## config.mk

```make
export PLATFORM = sky130hd
export DESIGN_NAME = amo_unit
export DESIGN_NICKNAME = d
export VERILOG_FILES = /design/src/rtl/amo_pkg.sv /design/src/rtl/amo_alu.sv /design/src/rtl/amo_seq.sv /design/src/rtl/amo_unit.sv
export SDC_FILE = /design/constraint.sdc
export NUM_CORES = 1
export LEC_CHECK = 0
export BUFFER_PORTS_ARGS = -buffer_cell sky130_fd_sc_hd__buf_4
export CAP_MARGIN = 20
export CORE_ASPECT_RATIO = 0.9
export CORE_UTILIZATION = 60
export CTS_CLUSTER_SIZE = 20
export DETAILED_ROUTE_END_ITERATION = 8
export PLACE_DENSITY_LB_ADDON = 0.2
export SLEW_MARGIN = 5
export SYNTH_ARGS = -nofsm -noshare
export SYNTH_HDL_FRONTEND = slang
export SYNTH_HIERARCHICAL = 1
export SYNTH_SLANG_ARGS = --single-unit
```

## constraint.sdc

```tcl
create_clock -name clk_i -period 5.4 [get_ports clk_i]
set_input_delay 0.81 -clock clk_i [delete_from_list [all_inputs] [get_ports clk_i]]
set_output_delay 0.81 -clock clk_i [all_outputs]
set_load 0.01 [all_outputs]
```

## src/rtl/amo_pkg.sv

```systemverilog
package amo_pkg;

  localparam int unsigned OP_W = 4;

  typedef enum logic [OP_W-1:0] {
    OP_SWAP = 4'd0,
    OP_ADD  = 4'd1,
    OP_XOR  = 4'd2,
    OP_AND  = 4'd3,
    OP_OR   = 4'd4,
    OP_MIN  = 4'd5,
    OP_MAX  = 4'd6,
    OP_MINU = 4'd7,
    OP_MAXU = 4'd8
  } amo_op_e;

  typedef enum logic [2:0] {
    ST_IDLE,
    ST_LOCK,
    ST_RD_REQ,
    ST_RD_WAIT,
    ST_WR_REQ,
    ST_WR_WAIT,
    ST_RESP
  } amo_state_e;

  function automatic logic op_supported(logic [OP_W-1:0] op);
    return op <= OP_MAXU;
  endfunction

endpackage

```

## src/rtl/amo_alu.sv

```systemverilog
module amo_alu
  import amo_pkg::*;
#(
  parameter int unsigned DW = 32
) (
  input  logic [OP_W-1:0] op_i,
  input  logic [DW-1:0]   old_i,
  input  logic [DW-1:0]   opd_i,
  output logic [DW-1:0]   res_o
);

  logic lt_s, lt_u;

  assign lt_s = $signed(old_i) < $signed(opd_i);
  assign lt_u = old_i < opd_i;

  always_comb begin
    unique case (op_i)
      OP_SWAP: res_o = opd_i;
      OP_ADD:  res_o = old_i + opd_i;
      OP_XOR:  res_o = old_i ^ opd_i;
      OP_AND:  res_o = old_i & opd_i;
      OP_OR:   res_o = old_i | opd_i;
      OP_MIN:  res_o = lt_s ? old_i : opd_i;
      OP_MAX:  res_o = lt_s ? opd_i : old_i;
      OP_MINU: res_o = lt_u ? old_i : opd_i;
      OP_MAXU: res_o = lt_u ? opd_i : old_i;
      default: res_o = old_i;
    endcase
  end

endmodule

```

## src/rtl/amo_seq.sv

```systemverilog
module amo_seq
  import amo_pkg::*;
(
  input  logic clk_i,
  input  logic rst_ni,
  input  logic start_i,
  input  logic bad_i,
  input  logic mem_gnt_i,
  input  logic mem_rvalid_i,
  output logic idle_o,
  output logic lock_o,
  output logic mem_req_o,
  output logic mem_we_o,
  output logic cap_old_o,
  output logic rsp_valid_o
);

  amo_state_e state_q, state_d;

  always_comb begin
    state_d = state_q;
    unique case (state_q)
      ST_IDLE:    if (start_i) state_d = bad_i ? ST_RESP : ST_LOCK;
      ST_LOCK:    state_d = ST_RD_REQ;
      ST_RD_REQ:  if (mem_gnt_i) state_d = ST_RD_WAIT;
      ST_RD_WAIT: if (mem_rvalid_i) state_d = ST_WR_REQ;
      ST_WR_REQ:  if (mem_gnt_i) state_d = ST_WR_WAIT;
      ST_WR_WAIT: if (mem_rvalid_i) state_d = ST_RESP;
      ST_RESP:    state_d = ST_IDLE;
      default:    state_d = ST_IDLE;
    endcase
  end

  always_ff @(posedge clk_i or negedge rst_ni) begin
    if (!rst_ni) state_q <= ST_IDLE;
    else         state_q <= state_d;
  end

  assign idle_o      = state_q == ST_IDLE;
  assign lock_o      = state_q inside {ST_LOCK, ST_RD_REQ, ST_RD_WAIT, ST_WR_REQ, ST_WR_WAIT};
  assign mem_req_o   = state_q inside {ST_RD_REQ, ST_WR_REQ};
  assign mem_we_o    = state_q == ST_WR_REQ;
  assign cap_old_o   = (state_q == ST_RD_WAIT) && mem_rvalid_i;
  assign rsp_valid_o = state_q == ST_RESP;

endmodule

```

## src/rtl/amo_unit.sv

```systemverilog
module amo_unit
  import amo_pkg::*;
#(
  parameter int unsigned AW = 32,
  parameter int unsigned DW = 32
) (
  input  logic            clk_i,
  input  logic            rst_ni,
  input  logic            req_valid_i,
  output logic            req_ready_o,
  input  logic [OP_W-1:0] req_op_i,
  input  logic [AW-1:0]   req_addr_i,
  input  logic [DW-1:0]   req_data_i,
  input  logic            req_aq_i,
  input  logic            req_rl_i,
  output logic            rsp_valid_o,
  output logic [DW-1:0]   rsp_data_o,
  output logic            rsp_err_o,
  output logic            mem_req_o,
  output logic            mem_we_o,
  output logic [AW-1:0]   mem_addr_o,
  output logic [DW-1:0]   mem_wdata_o,
  input  logic            mem_gnt_i,
  input  logic            mem_rvalid_i,
  input  logic [DW-1:0]   mem_rdata_i,
  output logic            mem_lock_o,
  output logic [1:0]      mem_order_o
);

  localparam int unsigned OFF_W = $clog2(DW / 8);

  logic            accept, bad, cap_old;
  logic [OP_W-1:0] op_q;
  logic [AW-1:0]   addr_q;
  logic [DW-1:0]   opd_q, old_q, new_q, alu_res;
  logic [1:0]      ord_q;
  logic            err_q;

  assign accept = req_valid_i && req_ready_o;
  assign bad    = (req_addr_i[OFF_W-1:0] != '0) || !op_supported(req_op_i);

  amo_seq u_seq (
    .clk_i        (clk_i),
    .rst_ni       (rst_ni),
    .start_i      (accept),
    .bad_i        (bad),
    .mem_gnt_i    (mem_gnt_i),
    .mem_rvalid_i (mem_rvalid_i),
    .idle_o       (req_ready_o),
    .lock_o       (mem_lock_o),
    .mem_req_o    (mem_req_o),
    .mem_we_o     (mem_we_o),
    .cap_old_o    (cap_old),
    .rsp_valid_o  (rsp_valid_o)
  );

  amo_alu #(.DW(DW)) u_alu (
    .op_i  (op_q),
    .old_i (mem_rdata_i),
    .opd_i (opd_q),
    .res_o (alu_res)
  );

  always_ff @(posedge clk_i or negedge rst_ni) begin
    if (!rst_ni) begin
      op_q   <= '0;
      addr_q <= '0;
      opd_q  <= '0;
      ord_q  <= '0;
      err_q  <= 1'b0;
    end else if (accept) begin
      op_q   <= req_op_i;
      addr_q <= req_addr_i;
      opd_q  <= req_data_i;
      ord_q  <= {req_aq_i, req_rl_i};
      err_q  <= bad;
    end
  end

  // old value cleared on accept so a rejected request answers zero
  always_ff @(posedge clk_i or negedge rst_ni) begin
    if (!rst_ni) begin
      old_q <= '0;
      new_q <= '0;
    end else if (accept) begin
      old_q <= '0;
    end else if (cap_old) begin
      old_q <= mem_rdata_i;
      new_q <= alu_res;
    end
  end

  assign mem_addr_o  = addr_q;
  assign mem_wdata_o = new_q;
  assign mem_order_o = ord_q;
  assign rsp_data_o  = old_q;
  assign rsp_err_o   = err_q;

endmodule

```

==> results_dict.tcl <==
set metrics [dict create \
    end_kind "register" \
    worst_slack_ns 1.07 \
    post-synth-top-area-fraction_pct 33.9 \
    cts_sinks 138 \
    muxShareOfSynthArea_pct 15.1 \
    clock-root-buffer "clkbuf_16" \
    critPathBufInv 3 \
    postPlaceCellArea_sq_um 11800 \
    power.density_nw_per_um2 636 \
    utilization_pct 75.7 \
    max_freq_mhz 231 \
    stdcell_count 1460 \
    worstPathArrival_ns 4.70 \
    r2r_end "mem_wdata_o[23]" \
    tns_ns 0 \
    num_vias 9162 \
    cts_tree "done" \
    avgViaCountPerCell 6.28 \
    cp.depth 13 \
    holdWs_ns 0.463 \
    hpwl_mm 19.6 \
    yosys-top-cells-count "dfrtp_1, ha_1, mux2_2" \
    cts_hold_buf 0 \
    ant_nets 0 \
    crit_fanout 19 \
    synthXorXnorAreaFrac_pct 1.37 \
    critical_path.cell_chain "buf_4, inv_1, ha_1, nor4_4, nand4_1, nand4b_4, o31ai_4, mux2i_1, or2_1, buf_4, a211oi_1, a211oi_1, mux2_2" \
    crit_slowest_cell "or2_1" \
    syn_avg_cell_area_sq_um 9.54 \
    port_buffers 210 \
    stdcell_area_sq_um 12400 \
    crit_start "mem_rdata_i[29]" \
    synth_compound_area_share_pct 18.9 \
    post-route-min-period_ns 4.33 \
    crit_path_end "mem_wdata_o[23]" \
    synth_area_leaders "dfrtp_1, ha_1, mux2_2" \
    yosys_register_bits 138 \
    syn_nets 1273 \
    status "finished, final reports clean" \
    insertion_delay_ns 0.44 \
    num_rows 44 \
    ys_warn_count 6 \
    finalMaxSlewViolations 0 \
    yosysMostFrequentCell "dfrtp_1" \
    syn_area_sq_um 10200 \
    synthFlopType "dfrtp_1" \
    maxCapViolCount 0 \
    synth_adder_area_share_pct 12.0 \
    grt_pass1_wl_mm 45.9 \
    synth_edf_count 0 \
    p_leak_nw 5.88 \
    r2r_start "opd_q[30]" \
    post-cts-setup-buffers 0 \
    cts_resized 0 \
    cp_slowest_stage_delay_ns 0.80 \
    wire_per_inst_microns 19.1 \
    total_power_mw 7.88 \
    rsz0062_at_grt "false" \
    drtPass1Iterations 6 \
    tightest_slew_ns 0.978 \
    finClkSkew_ns 0.0144 \
    design.die.area_sq_um 17500 \
    ys_types 74 \
    start_util_pct 62.4 \
    hold_violations 0 \
    yosysSeqAreaShare_pct 33.9 \
    drtIter0Drc 1012 \
    final_nets 1444 \
    reg2reg_depth 12 \
    grt-ovfl-total 0 \
    synthToLayoutAreaGrowth_pct 21.4 \
    netlist_instances 1069 \
    cts_buffer_depth 2 \
    path_class "in -> reg" \
    grt_pass1_vias 9036 \
    antenna_found_initial 0 \
    cts-htree-levels 4 \
    wl_mm 28.0 \
    core-area_sq_um 16400 \
    synth_top_area_cell "dfrtp_1" \
    path_delay_family "simple AND/OR/NAND/NOR gates" \
    min_path_type "in -> async" \
    period_share_pct 80.2 \
    drc_errors 0 \
    finalSetupViolCount 0 \
    pre_cts_ws_ns 0.687 \
    die_h_microns 126 \
    vdd_drop_max_mv 0.353 \
    async_flop_share_pct 100 \
    drive_gt1_share_pct 29.8 \
    io_pins 211 \
    placedCellCount 1428 \
    place.gp.congestion 0.983 \
    numCtsBuffers 17 \
    insertedDiodeCount 0 \
    crit_required_ns 5.77 \
    rrSetupSlack_ns 1.11 \
    timing.slew.headroom_pct 34.8 \
    grt_use_total_pct 32.7 \
    grt_max_degree 98 \
    cp-start-kind "input pin" \
    die_w_microns 139 \
    clk_pin_slew_ns 0.07 \
    synthSimpleGateAreaFrac_pct 11.8 \
    synth_top_family_by_area "compound AO/OA/AOI/OAI gates" \
]
[flip-flops by register name (all words and copies together), names as in the netlist]
register / count
u_seq/state_q: 3
mem_order_o: 2
mem_addr_o: 32
opd_q: 32
rsp_data_o: 32
rsp_err_o: 1
mem_wdata_o: 32
op_q: 4
[cell families (layout without fill, tap and decap cells)]
kind of cell	count (synthesis)	count (layout)
AO/OA/AOI/OAI	279	279
AND/OR/NAND/NOR	241	241
buffers and inverters	157	341
multiplexers	141	141
flip-flops	138	138
adder cells (fa/ha/maj)	97	97
XOR/XNOR	16	16
[cell usage in the layout (no fill, tap or decap), drive strengths merged, types with 6 or more instances in the layout]
| cell | synthesis | final |
|---|---|---|
| a211o | 6 | 6 |
| a211oi | 14 | 14 |
| a21o | 7 | 7 |
| a21oi | 76 | 76 |
| a221o | 20 | 20 |
| a221oi | 23 | 23 |
| buf | 32 | 223 |
| clkbuf | 39 | 17 |
| clkinv | 0 | 9 |
| dfrtp | 138 | 138 |
| ha | 96 | 96 |
| inv | 86 | 92 |
| mux2 | 103 | 103 |
| mux2i | 38 | 38 |
| nand2 | 53 | 53 |
| nand2b | 9 | 9 |
| nand3 | 20 | 20 |
| nand4 | 6 | 6 |
| nor2 | 90 | 90 |
| nor2b | 10 | 10 |
| nor3 | 17 | 17 |
| nor4 | 10 | 10 |
| o211ai | 15 | 15 |
| o21ai | 53 | 53 |
| o221ai | 6 | 6 |
| o22ai | 6 | 6 |
| o31ai | 9 | 9 |
| xnor2 | 11 | 11 |
[where the power goes]
part	switching, mW	total (mW)	internal [mW]
Sequential	0.436	1.97	1.53
Clock	0.556	1.19	0.631
Combinational	2.61	4.73	2.12
[layer usage]
| layer | up-vias | part of all wire [%] | GRT usage (%) |
|---|---|---|---|
| met3 | 69 | 9.0 | 7.45 |
| met2 | 460 | 48 | 53.7 |
| met1 | 4422 | 41 | 42.7 |
| met4 | 0 | 2.3 | 11.2 |
| met5 | - | 0 | 0 |
| li1 | 4211 | - | - |
[layout make-up]
| type | count | area, sq um |
|---|---|---|
| clock inverters | 15 | 199 |
| fillers | 1170 | 3970 |
| flip-flops and latches | 138 | 3450 |
| inverters | 86 | 325 |
| well taps | 207 | 259 |
| multi-input cells | 774 | 6040 |
| repair buffers | 223 | 1680 |
| clock buffers | 17 | 425 |
[how the worst min path moves through the flow]
stage | cells after the start | startpoint | endpoint | slack [ns]
global route | 1 | mem_wdata_o[5] | mem_wdata_o[5] | 0.52
global placement | 1 | mem_addr_o[8] | mem_addr_o[8] | 0.47
finish | 1 | rst_ni | rsp_data_o[24] | 0.46
detailed placement | 1 | mem_addr_o[9] | mem_addr_o[9] | 0.48
floorplan | 1 | op_q[2] | op_q[2] | 0.48
CTS | 1 | mem_addr_o[9] | mem_addr_o[9] | 0.50
[worst reg2reg max path: cells and delay by family, from the launching register on]
family	cells	cell delay [ns]
muxes	2	0.59
and+or+nand+nor	4	1.59
adders and majority gates	1	0.38
buffers and inverters	2	0.38
AOI/OAI and AO/OA	3	0.86
DFF	1	0.43
Power figures use the tool's default switching activity.
